$ cat config.mk
export PLATFORM = sky130hd
export DESIGN_NAME = cmdq_sequencer
export DESIGN_NICKNAME = d
export VERILOG_FILES = /design/src/rtl/cmdq_pkg.sv /design/src/rtl/cmdq_table.sv /design/src/rtl/cmdq_queue_ctl.sv /design/src/rtl/cmdq_sequencer.sv
export SDC_FILE = /design/constraint.sdc
export NUM_CORES = 2
export LEC_CHECK = 0
export CAP_MARGIN = 20
export CELL_PAD_IN_SITES_DETAIL_PLACEMENT = 1
export CELL_PAD_IN_SITES_GLOBAL_PLACEMENT = 2
export CORE_MARGIN = 8
export CORE_UTILIZATION = 40
export CTS_CLUSTER_DIAMETER = 80
export DETAILED_ROUTE_END_ITERATION = 12
export GPL_TIMING_DRIVEN = 0
export PLACE_DENSITY = 0.76
export SETUP_SLACK_MARGIN = 0.02
export SLEW_MARGIN = 20
export SYNTH_ARGS = -nofsm -noshare
export SYNTH_HDL_FRONTEND = slang
export SYNTH_HIERARCHICAL = 1
export SYNTH_SLANG_ARGS = --single-unit
$ cat constraint.sdc
create_clock -name clk -period 7 [get_ports clk]
set_input_delay 1.05 -clock clk [delete_from_list [all_inputs] [get_ports clk]]
set_output_delay 1.05 -clock clk [all_outputs]
set_load 0.01 [all_outputs]
$ cat src/rtl/cmdq_pkg.sv
// Shared types for the conversion command sequencer.
// Assumes: two queues; field positions of the command word are derived
// from the table address width in the top module.
package cmdq_pkg;
    typedef enum logic [1:0] {
        Q_IDLE  = 2'd0,
        Q_RUN   = 2'd1,
        Q_PAUSE = 2'd2
    } qstate_t;

    typedef enum logic {
        E_IDLE = 1'b0,
        E_WAIT = 1'b1
    } estate_t;

    localparam int NUM_QUEUES = 2;
endpackage

$ cat src/rtl/cmdq_table.sv
// Register-array table with one write port and one asynchronous read port.
// Assumes: entries clear to zero on reset; a write is visible on the next cycle.
module cmdq_table #(
    parameter int AW = 6,
    parameter int W  = 10
) (
    input  logic          clk,
    input  logic          rst_n,
    input  logic          we,
    input  logic [AW-1:0] waddr,
    input  logic [W-1:0]  wdata,
    input  logic [AW-1:0] raddr,
    output logic [W-1:0]  rdata
);
    localparam int DEPTH = 1 << AW;

    logic [W-1:0] mem [DEPTH];

    // Storage: clear on reset, otherwise write the addressed entry.
    always_ff @(posedge clk) begin
        if (!rst_n) begin
            for (int i = 0; i < DEPTH; i++) mem[i] <= '0;
        end else if (we) begin
            mem[waddr] <= wdata;
        end
    end

    // Read path.
    assign rdata = mem[raddr];
endmodule

$ cat src/rtl/cmdq_queue_ctl.sv
// Per-queue control: run state, command pointer, pause and done flags.
// Assumes: the engine raises adv or end_hit only while this queue is running,
// so triggers (acted on only when not running) never collide with it.
module cmdq_queue_ctl
    import cmdq_pkg::*;
#(
    parameter int PW = 7
) (
    input  logic          clk,
    input  logic          rst_n,
    input  logic          trig,
    input  logic          allowed,
    input  logic          continuous,
    input  logic [PW-1:0] start_ptr,
    input  logic          adv,
    input  logic          pause_hit,
    input  logic          end_hit,
    output logic          active,
    output logic [PW-1:0] ptr,
    output logic          paused,
    output logic          done
);
    qstate_t st;

    // Queue state update: engine events while running, triggers otherwise.
    always_ff @(posedge clk) begin
        if (!rst_n) begin
            st     <= Q_IDLE;
            ptr    <= '0;
            paused <= 1'b0;
            done   <= 1'b0;
        end else if (st == Q_RUN) begin
            if (end_hit) begin
                done <= 1'b1;
                if (continuous) ptr <= start_ptr;
                else            st  <= Q_IDLE;
            end else if (adv) begin
                ptr <= ptr + 1'b1;
                if (pause_hit) begin
                    st     <= Q_PAUSE;
                    paused <= 1'b1;
                end
            end
        end else if (trig && allowed) begin
            st     <= Q_RUN;
            paused <= 1'b0;
            if (st == Q_IDLE) begin
                ptr  <= start_ptr;
                done <= 1'b0;
            end
        end
    end

    // Runnable indication for the engine.
    assign active = (st == Q_RUN);

    assert_pause_after_entry_R7: assert property (@(posedge clk) disable iff (!rst_n)
        $rose(paused) |-> $past(adv && pause_hit));

    assert_done_on_end_R4: assert property (@(posedge clk) disable iff (!rst_n)
        $rose(done) |-> $past(end_hit));

    assert_trig_ignored_running_R9: assert property (@(posedge clk) disable iff (!rst_n)
        (active && trig && !adv && !end_hit) |=> ($stable(ptr) && active));
endmodule

$ cat src/rtl/cmdq_sequencer.sv
// Two-queue conversion command sequencer (top).
// Assumes: one conversion outstanding at a time; conv_eoc is only meaningful
// after a conv_start; queue 1 wins whenever both queues are runnable.
module cmdq_sequencer
    import cmdq_pkg::*;
#(
    parameter int AW = 6,
    parameter int RW = 10
) (
    input  logic            clk,
    input  logic            rst_n,
    input  logic            cfg_we,
    input  logic [1:0]      cfg_sel,
    input  logic [AW-1:0]   cfg_addr,
    input  logic [AW+3:0]   cfg_wdata,
    input  logic            trig_q1,
    input  logic            trig_q2,
    output logic [AW-1:0]   conv_chan,
    output logic [1:0]      conv_ist,
    output logic            conv_byp,
    output logic            conv_start,
    input  logic            conv_eoc,
    input  logic [RW-1:0]   conv_result,
    input  logic [AW-1:0]   rd_addr,
    output logic [RW-1:0]   rd_data,
    output logic [1:0]      q_paused,
    output logic [1:0]      q_done
);
    localparam int CW    = AW + 4;
    localparam int PW    = AW + 1;
    localparam int DEPTH = 1 << AW;
    localparam int F_IST = AW;
    localparam int F_BYP = AW + 2;
    localparam int F_PAU = AW + 3;
    localparam logic [PW-1:0] FULL = PW'(DEPTH);

    // Configuration registers.
    logic          cont_q1, cont_q2, q2_en;
    logic [AW-1:0] q2_start;

    // Per-queue signals.
    logic [NUM_QUEUES-1:0] q_active, q_adv, q_end, q_trig, q_allow, q_cont;
    logic [PW-1:0]         q_ptr   [NUM_QUEUES];
    logic [PW-1:0]         q_start [NUM_QUEUES];
    logic [PW-1:0]         q_lim   [NUM_QUEUES];

    // Engine state.
    estate_t       est;
    logic          run_q;
    logic [AW-1:0] run_idx;
    logic          run_pause;

    logic          sel, sel_ok, at_end, issue, eoc_take;
    logic [PW-1:0] cur_ptr;
    logic [CW-1:0] word;

    // Queue control register writes.
    always_ff @(posedge clk) begin
        if (!rst_n) begin
            cont_q1  <= 1'b0;
            cont_q2  <= 1'b0;
            q2_en    <= 1'b0;
            q2_start <= '0;
        end else if (cfg_we && cfg_sel == 2'd1) begin
            cont_q1 <= cfg_wdata[0];
        end else if (cfg_we && cfg_sel == 2'd2) begin
            cont_q2  <= cfg_wdata[0];
            q2_en    <= cfg_wdata[1];
            q2_start <= cfg_addr;
        end
    end

    cmdq_table #(.AW(AW), .W(CW)) u_cmd (
        .clk   (clk),
        .rst_n (rst_n),
        .we    (cfg_we && cfg_sel == 2'd0),
        .waddr (cfg_addr),
        .wdata (cfg_wdata),
        .raddr (cur_ptr[AW-1:0]),
        .rdata (word)
    );

    cmdq_table #(.AW(AW), .W(RW)) u_res (
        .clk   (clk),
        .rst_n (rst_n),
        .we    (eoc_take),
        .waddr (run_idx),
        .wdata (conv_result),
        .raddr (rd_addr),
        .rdata (rd_data)
    );

    // Queue geometry: queue 1 from 0 up to queue 2 start (or full table).
    assign q_start[0] = '0;
    assign q_start[1] = {1'b0, q2_start};
    assign q_lim[0]   = q2_en ? {1'b0, q2_start} : FULL;
    assign q_lim[1]   = FULL;
    assign q_allow    = {q2_en, 1'b1};
    assign q_trig     = {trig_q2, trig_q1};
    assign q_cont     = {cont_q2, cont_q1};

    generate
        for (genvar q = 0; q < NUM_QUEUES; q++) begin : g_queue
            cmdq_queue_ctl #(.PW(PW)) u_ctl (
                .clk        (clk),
                .rst_n      (rst_n),
                .trig       (q_trig[q]),
                .allowed    (q_allow[q]),
                .continuous (q_cont[q]),
                .start_ptr  (q_start[q]),
                .adv        (q_adv[q]),
                .pause_hit  (run_pause),
                .end_hit    (q_end[q]),
                .active     (q_active[q]),
                .ptr        (q_ptr[q]),
                .paused     (q_paused[q]),
                .done       (q_done[q])
            );
            assign q_adv[q] = eoc_take && (run_q == 1'(q));
            assign q_end[q] = (est == E_IDLE) && sel_ok && (sel == 1'(q)) && at_end;
        end
    endgenerate

    // Queue selection and end detection for the next command.
    always_comb begin
        sel_ok   = |q_active;
        sel      = !q_active[0];
        cur_ptr  = q_ptr[sel];
        at_end   = (cur_ptr >= q_lim[sel]) || (&word[AW-1:0]);
        issue    = (est == E_IDLE) && sel_ok && !at_end;
        eoc_take = (est == E_WAIT) && conv_eoc;
    end

    // Engine: issue one command, then wait for its end-of-conversion.
    always_ff @(posedge clk) begin
        if (!rst_n) begin
            est        <= E_IDLE;
            run_q      <= 1'b0;
            run_idx    <= '0;
            run_pause  <= 1'b0;
            conv_chan  <= '0;
            conv_ist   <= '0;
            conv_byp   <= 1'b0;
            conv_start <= 1'b0;
        end else begin
            conv_start <= 1'b0;
            if (issue) begin
                est        <= E_WAIT;
                run_q      <= sel;
                run_idx    <= cur_ptr[AW-1:0];
                run_pause  <= word[F_PAU];
                conv_chan  <= word[AW-1:0];
                conv_ist   <= word[F_IST+1:F_IST];
                conv_byp   <= word[F_BYP];
                conv_start <= 1'b1;
            end else if (eoc_take) begin
                est <= E_IDLE;
            end
        end
    end

    assert_start_single_cycle_R2: assert property (@(posedge clk) disable iff (!rst_n)
        conv_start |=> !conv_start);

    assert_q1_precedence_R8: assert property (@(posedge clk) disable iff (!rst_n)
        (conv_start && run_q) |-> !$past(q_active[0]));

    assert_no_issue_while_waiting_R3: assert property (@(posedge clk) disable iff (!rst_n)
        (est == E_WAIT && !conv_eoc) |=> !conv_start);

    assert_issue_in_range_R6: assert property (@(posedge clk) disable iff (!rst_n)
        (conv_start && !run_q && q2_en) |-> (run_idx < q2_start));
endmodule

==> results.py <==
metrics = {
    "run_status": {
        "status": "finished, final reports clean",
    },
    "synth": {
        "yosysSeqAreaShare": 0.640,
        "synth_area_per_cell_um2": 14.9,
        "postSynth.asyncResetShare": 0,
        "synth-seq-cells": 1330,
        "synth_edf_count": 1280,
        "mappedNetlistArea_um2": 61600,
        "yosys_warnings": 6,
        "synth_ff_type": "edfxtp_1",
        "synthDistinctLibCells": 69,
        "synthCells": 4137,
    },
    "critical_path": {
        "crit_end": "g_queue[1].u_ctl/ptr[6]",
        "worst_r2r_path_depth": 23,
        "cp.arrival_ps": 7280,
        "crit_fanout": 10,
        "crit_required_ps": 7690,
        "r2r_slack_ps": 410,
        "r2r_end": "g_queue[1].u_ctl/ptr[6]",
        "path_class": "flip-flop to flip-flop",
        "startpoint": "g_queue[0].u_ctl/st[0]",
        "r2r_start": "g_queue[0].u_ctl/st[0]",
        "end_kind": "flip-flop",
        "startpoint_type": "flip-flop",
    },
    "flow_run": {
        "cap_violations": 0,
    },
    "detailed_routing": {
        "vias": 37900,
        "firstDrtPassIters": 5,
        "drcViolationCount": 0,
        "wl_mm": 205,
        "wl_per_cell_um": 31.3,
        "ant_nets": 0,
        "drt_iter0_drc": 3951,
        "post_drt_via_cell_ratio": 5.79,
    },
    "min_path": {
        "worstHoldStart": "conv_ist[1]",
        "min_path_type": "flip-flop to flip-flop",
    },
    "cts": {
        "path_clk_slew_ps": 60,
        "cts_tree": "done",
        "clk_path_buf_depth": 3,
        "cts_hold_buffers": 0,
        "clkSinkCount": 1330,
        "clk_latency_ps": 800,
        "cts_inserted_buffers": 149,
        "h-tree-depth": 4,
        "postCtsSetupBuffers": 0,
        "cts-root-buf": "clkbuf_16",
    },
    "grt": {
        "grt_pass1_wl_mm": 291,
        "overflow": 0,
        "grt_use_total": 0.240,
        "grt_pass1_vias": 39200,
        "antenna_found_initial": 14,
        "grt_max_degree": 17,
    },
    "placement": {
        "dp_hpwl_mm": 144,
        "portBuffers": 40,
        "dp_slack_ps": -433,
        "routabilityCongestion": 0.914,
        "dp_cells": 6267,
    },
    "timing": {
        "clock.fmax_mhz": 152,
        "period_needed_ps": 6590,
        "slew_violations": 0,
        "fin_ws_ps": 413,
        "skew_ps": 30.7,
        "setup_violations": 0,
        "rsz0062_at_grt": "no",
        "relSlewSlack": 0.142,
        "hold_viol": 0,
        "whs_ps": 475,
        "setup_tns_ps": 0,
        "fin_crit_sh": 0.941,
        "tightest_slew_ps": 1290,
    },
    "cells_and_area": {
        "final_cell_mix": "1286 x and2_1, 1280 x edfxtp_1, 338 x mux4_2",
        "drive_gt1_frac": 0.174,
        "instances_no_fill": 6543,
        "synthToLayoutAreaGrowth_pct": 13.6,
        "nFillCells": 15200,
        "layout_commonest_cell": "and2_1",
        "nets": 4429,
    },
    "power": {
        "vdd_ir_drop_max_v": 0.000255,
        "power.density_cell_area_nw_per_um2": 261,
        "leakagePower_nw": 23.9,
    },
    "floorplanning": {
        "die_w_um": 409,
        "num_rows": 144,
        "die_area_um2": 167000,
        "core_um2": 154000,
        "top_level_ports": 64,
        "initial_core_util": 0.401,
        "die_h_um": 409,
    },
}
==> worst min path at each step <==
stage                               to  slack (ps)  cells after the start
2_1_floorplan  g_queue[0].u_ctl/ptr[6]         460                      2
3_3_place_gp               conv_ist[1]         470                      2
3_5_place_dp               conv_ist[1]         470                      2
4_1_cts                    conv_ist[1]         480                      2
5_1_grt                    conv_ist[1]         510                      2
6_report                   conv_ist[1]         470                      2
==> sequential cells by signal, summed over array words and instances, names as in the netlist, 2 cells and up <==
name,count
g_queue.u_ctl/paused,2
conv_chan,6
run_idx,6
g_queue.u_ctl/ptr,14
u_cmd/mem,640
q2_start,6
u_res/mem,640
g_queue.u_ctl/st,4
conv_ist,2
g_queue.u_ctl/done,2
==> metal layers <==
| metal | share of wire | wire length [um] | vias up | global-route usage |
|---|---|---|---|---|
| li1 | - | - | 15800 | - |
| met3 | 0.082 | 16800 | 330 | 0.0523 |
| met4 | 0.033 | 6730 | 2 | 0.0782 |
| met2 | 0.47 | 96100 | 1684 | 0.384 |
| met5 | 0.000059 | 12 | - | 0 |
| met1 | 0.42 | 85200 | 20000 | 0.327 |
==> worst max-delay path: stages, from the launching register on <==
cell and delay [ps]:
dfxtp_1 470, inv_1 100, nor2_2 310, clkbuf_2 340, mux2i_1 240, inv_2 250, buf_6 260, buf_6 230
buf_4 320, buf_4 290, buf_4 290, mux2i_1 150, a211oi_2 490, o21ai_1 170, o31ai_2 200, nand4_1 210
nor2_1 320, nor3_1 100, and2_1 240, nor4b_4 450, nand2_1 190, a311oi_4 500, nand2_1 130, o22ai_1 210
==> kinds of logic after synthesis <==
group / after synthesis / synth area share
adder cells (fa/ha/maj): 9 / 0.00183
buffers and inverters: 335 / 0.0241
multiplexers: 418 / 0.137
flip-flops: 1330 / 0.640
AND/OR/NAND/NOR: 1673 / 0.161
other: 2 / 0.000122
AO/OA/AOI/OAI: 370 / 0.0360
==> through the flow <==
stage,util,total power [W],cell area [um2]
after global routing,0.456,0.0188,70000
after CTS,0.455,0.0184,69900
after global placement,0.421,0.0107,64600
final,0.456,0.0183,70000
after floorplan,-,0.0101,61700
after detailed placement,0.424,0.0108,65200
==> synth_stat cells (all sizes together), types with 21 or more instances <==
cell type     n  area [um2]
and2       1289        8070
edfxtp     1280       38400
mux4        338        7610
clkbuf      226         848
o21ai       185         941
nor2        181         687
buf          99         599
mux2i        72         721
nand2        65         244
a21oi        60         304
dfxtp        50        1000
nand3        29         145
o22ai        24         150
a211oi       21         158
==> layout make-up <==
type | count | area, um2 | share of cell area
flip-flops and latches | 1330 | 39400 | 0.563
multi-input cells | 2480 | 21100 | 0.301
clock buffers | 192 | 3910 | 0.0558
well taps | 2044 | 2560 | 0.0365
plain buffers | 325 | 1460 | 0.0208
repair buffers | 84 | 768 | 0.0110
clock inverters | 75 | 759 | 0.0108
inverters | 10 | 37.5 | 0.000536
diodes | 3 | 7.51 | 0.000107
==> power breakdown <==
part,total [W],switching (W),leakage (nW),internal (W)
Sequential,0.00915,0.000116,13.1,0.00904
Combinational,0.00150,0.00100,8.54,0.000495
Clock,0.00761,0.00327,2.26,0.00434
Total,0.0183,0.00438,23.9,0.0139
==> repair_timing <==
action,in CTS,in global routing
resized for setup,6,10
setup endpoints to repair,14,14
pin swaps,0,1
Note: power is estimated with default switching activity, not from simulation.
